==> src/rtl/dsi_sync_pkg.sv <==
package dsi_sync_pkg;

   // Decoded sync events, at most one high per cycle
   typedef struct packed {
      logic v_start;
      logic v_end;
      logic h_start;
      logic h_end;
   } sync_evt_t;

   localparam int unsigned EVT_W = $bits(sync_evt_t);

   function automatic logic type_hit(input logic [7:0] a, input logic [7:0] b, input int unsigned w);
      logic [7:0] mask;
      mask = 8'((9'd1 << w) - 9'd1);
      return ((a & mask) == (b & mask));
   endfunction

endpackage

==> src/rtl/dsi_sync_decode.sv <==
module dsi_sync_decode
   import dsi_sync_pkg::*;
#(
   parameter int unsigned         DT_W     = 6,
   parameter logic [DT_W-1:0]     CODE_VS  = 6'h01,
   parameter logic [DT_W-1:0]     CODE_VE  = 6'h11,
   parameter logic [DT_W-1:0]     CODE_HS  = 6'h21,
   parameter logic [DT_W-1:0]     CODE_HE  = 6'h31
) (
   input  logic            short_en_i,
   input  logic [DT_W-1:0] dt_i,
   output sync_evt_t       evt_o
);

   localparam int unsigned N_CODES = 4;
   localparam logic [N_CODES*DT_W-1:0] CODE_VEC = {CODE_VS, CODE_VE, CODE_HS, CODE_HE};

   logic [N_CODES-1:0] hit;

   generate
      for (genvar k = 0; k < N_CODES; k++) begin : g_cmp
         assign hit[k] = short_en_i && (dt_i == CODE_VEC[k*DT_W +: DT_W]);
      end
   endgenerate

   always_comb begin
      evt_o.v_start = hit[3];
      evt_o.v_end   = hit[2];
      evt_o.h_start = hit[1];
      evt_o.h_end   = hit[0];
   end

   always_comb begin
      assert ($onehot0(hit)) else $error("sync codes overlap");
   end

endmodule

==> src/rtl/dsi_sync_level.sv <==
module dsi_sync_level #(
   parameter logic RST_VAL = 1'b0
) (
   input  logic clk,
   input  logic rst_n,
   input  logic set_i,
   input  logic clr_i,
   output logic q_o
);

   always_ff @(posedge clk or negedge rst_n) begin
      if (!rst_n)     q_o <= RST_VAL;
      else if (clr_i) q_o <= 1'b0;
      else if (set_i) q_o <= 1'b1;
   end

   AST_NO_SET_CLR_CLASH: assert property (@(posedge clk) disable iff (!rst_n)
      !(set_i && clr_i));

endmodule

==> src/rtl/dsi_pay_gate.sv <==
module dsi_pay_gate #(
   parameter int unsigned     DT_W    = 6,
   parameter logic [DT_W-1:0] PIX_DT  = 6'h3E,
   parameter bit              PAY_REG = 1'b0
) (
   input  logic            clk,
   input  logic            rst_n,
   input  logic            long_en_i,
   input  logic [DT_W-1:0] dt_i,
   output logic            pay_en_o
);

   logic match;
   assign match = long_en_i && (dt_i == PIX_DT);

   generate
      if (PAY_REG) begin : g_reg
         logic q;
         always_ff @(posedge clk or negedge rst_n) begin
            if (!rst_n) q <= 1'b0;
            else        q <= match;
         end
         assign pay_en_o = q;
      end else begin : g_comb
         assign pay_en_o = match;
      end
   endgenerate

endmodule

==> src/rtl/dsi_sync_select.sv <==
module dsi_sync_select
   import dsi_sync_pkg::*;
#(
   parameter int unsigned     DT_W       = 6,
   parameter logic [DT_W-1:0] PIX_DT     = 6'h3E,
   parameter logic [DT_W-1:0] CODE_VS    = 6'h01,
   parameter logic [DT_W-1:0] CODE_VE    = 6'h11,
   parameter logic [DT_W-1:0] CODE_HS    = 6'h21,
   parameter logic [DT_W-1:0] CODE_HE    = 6'h31,
   parameter bit              HS_ON_VEVT = 1'b1,
   parameter bit              PAY_REG    = 1'b0
) (
   input  logic            clk,
   input  logic            rst_n,
   input  logic            short_en_i,
   input  logic            long_en_i,
   input  logic [DT_W-1:0] dt_i,
   output logic            vsync_o,
   output logic            hsync_o,
   output logic            pay_en_o
);

   generate
      if (DT_W < 2 || DT_W > 8) begin : g_bad_w
         $error("DT_W must lie in 2..8");
      end
      if (CODE_VS == CODE_VE || CODE_HS == CODE_HE || CODE_VS == CODE_HS || CODE_VE == CODE_HE) begin : g_bad_code
         $error("sync codes must be distinct");
      end
   endgenerate

   sync_evt_t evt;
   logic      h_set;

   dsi_sync_decode #(
      .DT_W(DT_W), .CODE_VS(CODE_VS), .CODE_VE(CODE_VE),
      .CODE_HS(CODE_HS), .CODE_HE(CODE_HE)
   ) u_dec (
      .short_en_i(short_en_i),
      .dt_i      (dt_i),
      .evt_o     (evt)
   );

   generate
      if (HS_ON_VEVT) begin : g_hs_vevt
         assign h_set = evt.h_start || evt.v_start || evt.v_end;
      end else begin : g_hs_only
         assign h_set = evt.h_start;
      end
   endgenerate

   dsi_sync_level #(.RST_VAL(1'b0)) u_vlev (
      .clk(clk), .rst_n(rst_n),
      .set_i(evt.v_start), .clr_i(evt.v_end), .q_o(vsync_o)
   );

   dsi_sync_level #(.RST_VAL(1'b0)) u_hlev (
      .clk(clk), .rst_n(rst_n),
      .set_i(h_set), .clr_i(evt.h_end), .q_o(hsync_o)
   );

   dsi_pay_gate #(.DT_W(DT_W), .PIX_DT(PIX_DT), .PAY_REG(PAY_REG)) u_gate (
      .clk(clk), .rst_n(rst_n),
      .long_en_i(long_en_i), .dt_i(dt_i), .pay_en_o(pay_en_o)
   );

   // ---------------- assertions ----------------
   AST_VS_RISE: assert property (@(posedge clk) disable iff (!rst_n)
      (short_en_i && dt_i == CODE_VS) |=> vsync_o);
   AST_VS_FALL: assert property (@(posedge clk) disable iff (!rst_n)
      (short_en_i && dt_i == CODE_VE) |=> !vsync_o);
   AST_HS_RISE: assert property (@(posedge clk) disable iff (!rst_n)
      (short_en_i && dt_i == CODE_HS) |=> hsync_o);
   AST_HS_FALL: assert property (@(posedge clk) disable iff (!rst_n)
      (short_en_i && dt_i == CODE_HE) |=> !hsync_o);
   AST_NO_SHORT_HOLD: assert property (@(posedge clk) disable iff (!rst_n)
      !short_en_i |=> ($stable(vsync_o) && $stable(hsync_o)));
   AST_OTHER_HOLD: assert property (@(posedge clk) disable iff (!rst_n)
      (short_en_i && dt_i != CODE_VS && dt_i != CODE_VE && dt_i != CODE_HS && dt_i != CODE_HE)
      |=> ($stable(vsync_o) && $stable(hsync_o)));
   AST_RESET_LOW: assert property (@(posedge clk)
      !rst_n |-> (!vsync_o && !hsync_o));

   generate
      if (HS_ON_VEVT) begin : g_ast_vevt
         AST_HS_ON_VEVT: assert property (@(posedge clk) disable iff (!rst_n)
            (short_en_i && (dt_i == CODE_VS || dt_i == CODE_VE)) |=> hsync_o);
      end
      if (!PAY_REG) begin : g_ast_pay
         AST_PAY_NEEDS_LONG: assert property (@(posedge clk) disable iff (!rst_n)
            !long_en_i |-> !pay_en_o);
         AST_PAY_BAD_TYPE: assert property (@(posedge clk) disable iff (!rst_n)
            (dt_i != PIX_DT) |-> !pay_en_o);
      end
   endgenerate

endmodule

==> config.mk <==
export PLATFORM = sky130hd
export DESIGN_NAME = dsi_sync_select
export DESIGN_NICKNAME = d
export VERILOG_FILES = /design/src/rtl/dsi_sync_pkg.sv /design/src/rtl/dsi_sync_decode.sv /design/src/rtl/dsi_sync_level.sv /design/src/rtl/dsi_pay_gate.sv /design/src/rtl/dsi_sync_select.sv
export SDC_FILE = /design/constraint.sdc
export NUM_CORES = 1
export LEC_CHECK = 0
export CORE_AREA = 2 2 39 41
export CTS_CLUSTER_DIAMETER = 80
export DETAILED_ROUTE_END_ITERATION = 16
export DIE_AREA = 0 0 41 43
export DONT_BUFFER_PORTS = 1
export PLACE_DENSITY_LB_ADDON = 0.08
export SLEW_MARGIN = 20
export SYNTH_ARGS = -nofsm -noshare
export SYNTH_HDL_FRONTEND = slang
export SYNTH_SLANG_ARGS = --single-unit
==> constraint.sdc <==
create_clock -name clk -period 0.8 [get_ports clk]
set_input_delay 0.16 -clock clk [delete_from_list [all_inputs] [get_ports clk]]
set_output_delay 0.16 -clock clk [all_outputs]
set_load 0.05 [all_outputs]
==> summary.txt <==
Global route
  – Vias in the first global route: ~130
  – First-pass GRT wire length: between 500 and 600 um
  – Global route hottest layer: met4
  – Total GRT Usage: 0.0623
  – M1 GR Usage: 0.0677
  – GR Util met3: 0.0419
  – Met2 Use GR: 0.0563
  – Antenna violations before repair: 0
  – Largest net degree at the start of global routing: 4
  – Gr ovfl total: 0

STA
  – Hold Fails Final Rpt: 0
  – Final setup fails: 4
  – Tmin final: 947 ps
  – Fin crit share: 1.18
  – Worst slew margin: 0.810
  – Hold WS: between 15 and 20 ps
  – Peak Freq: about 1100 MHz
  – Clk_skew: 0 ps
  – Worst setup margin: -147 ps
  – Max-slew violations: 0
  – RSZ-0062 raised after global routing: yes
  – Worst Tran Pin Value: 284 ps

Worst setup path
  – CP Data Required Time: 640 ps
  – Startpoint types: flip-flop
  – Max FO, Critical Path: 2
  – Worst EP arrival: 790 ps
  – Crit path buffers/inverters: 1
  – Critical path capture point type: primary output
  – CP max stage delay: 410 ps
  – CP max stage cell: dfrtp_2
  – Critical path cell sequence: buf_12
  – Setup CP Type: flip-flop to primary output
  – CP top delay family: flip-flops

Synth
  – Synthesized flop and latch total: 2
  – Combinational family with the most area after synthesis: simple AND/OR/NAND/NOR gates
  – Synth Warn #: 0
  – Post-Synth Simple-Gate Area: 0.374
  – Mean post-synth cell area: 11.3 sq um
  – Synth unique cells: 10
  – Top cell type's share of synthesized area: 0.404
  – Adder-cell share of the synthesized area: 0
  – Synth top area cells: dfrtp_1, nor4b_4, mux2i_1, a41oi_1, nand3b_1
  – Multiplexer share of the synthesized area: 0.0808
  – Post-Syn Instances: 11
  – Netlist Area Pre-Place: 124 sq um
  – Largest area contributor in the netlist: dfrtp_1
  – Mapped Nets: 21
  – Synth Area in XOR/XNOR: 0
  – Post-synthesis sequential area ratio: 0.404
  – Post-synthesis compound-gate area fraction: 0.111

Status
  – Outcome: complete, but fails checks
  – Failing checks: negative setup slack

Clocking
  – Clock Path Buffers: 2
  – # clock sinks: 2
  – Clk_lat worst skew: roughly 230 ps
  – Clock slew at reported path FFs: 30 ps
  – Post-CTS Resized: 0
  – H-tree depth: 1
  – CTS tree: done
  – Root Driver: clkbuf_4
  – CTS buffer count: 3

Placement
  – Port bufs: 0
  – Placer Congestion: approximately 0.52

Final layout
  – N_diodes: 0
  – Layout cell share with drive strength beyond 1: 0.632
  – Area delta synth->final: 111%
  – Nets@finish: 31
  – Most frequent cells in the layout: clkbuf_4, buf_12, dfrtp_2

Power
  – Power Density: roughly 2300 nW/um^2
  – Overall Power: approximately 600 uW
  – Maximum vdd drop: 0.329 mV
  – Leakage: between 0.0001 and 0.00015 uW

Floorplanning
  – Die X: about 41 um
  – Die H: about 43 um
  – Core area: 1380 sq um
  – FP Rows: 14
  – Top Ports: 13
  – DIE AREA: ~1800 sq um
  – Initial Util: 0.0895

Detailed routing
  – TritonRoute pass-1 iters: 2
  – Vias/cell: 3.63
  – Total number of vias: 127
  – Number of DRC markers in iteration 0: 2
  – Post-route DRC: 0
  – Wirelength per Cell: roughly 11 um
  – Final wirelength: 372 um
  – Remaining antenna violation count after routing: 0

Job
  – Max-cap violations: 0

Hold path
  – Hold WC Path Type: input pin to flip-flop
[Yosys cell counts, drive strengths merged]
cell type and n:
nand4 1, nor4b 1, nand2 1, a21oi 1
a41oi 1, mux2i 1, dfrtp 2, nor3 1
inv 1, nand3b 1
[metal layers]
metal / vias to the layer above / routed length, um
li1: 60 / -
met4: 0 / 23
met3: 3 / 61
met2: 13 / 172
met5: - / 0
met1: 51 / 115
[flip-flops by register name, indices dropped and copies added (netlist names)]
register and count:
u_hlev.q_o 1, u_vlev.q_o 1
[where the power goes]
part | internal [uW] | leakage, uW | switching [uW] | total (uW)
clock network | 166 | 0.0000138 | 61.3 | 227
registers | 128 | 0.0000198 | 21.6 | 150
logic | 121 | 0.0000749 | 109 | 230
[cells by family after synthesis]
kind of cell	Yosys count
compound gates	2
buf+inv	1
flops	2
mux	1
simple gates	5
[per-stage QoR]
step / TNS, ps / cell area (sq um) / util / setup slack [ps] / instances
finish: -344 / 262 / 0.189 / -147 / 35
global route: -449 / 262 / 0.189 / -173 / 35
CTS: -365 / 262 / 0.189 / -154 / 35
detailed placement: -190 / 221 / 0.160 / -119 / 30
global placement: -198 / 221 / 0.160 / -111 / 30
floorplan: -176 / 141 / - / -132 / 11
[area by class of cell]
type / count / area, sq um
sequential: 2 / 52.6
clock buffer: 3 / 22.5
fill: 157 / 1120
timing repair buffer: 5 / 77.6
tap: 16 / 20.0
inverter: 1 / 3.75
multi-input combinational: 8 / 85.1
[path summary, 6_finish.rpt]
path	start	end	slack, ps	cells after the start
setup / recovery	u_hlev.q_o	hsync_o	-150	1
hold reg to reg	u_vlev.q_o	u_vlev.q_o	560	2
setup reg to reg	u_hlev.q_o	u_hlev.q_o	-30	3
hold / removal	dt_i[4]	u_vlev.q_o	20	1
min in group asynchronous	rst_n	u_hlev.q_o	180	1
max in group asynchronous	rst_n	u_vlev.q_o	480	1
[repair_timing]
item | 4_1_cts | 5_1_grt
setup endpoints to repair | 3 | 4
endpoints found under the hold margin | 2 | 0
hold buffers | 1 | 0
setup buffers | 1 | 0
(Power assumes the default switching activity.)
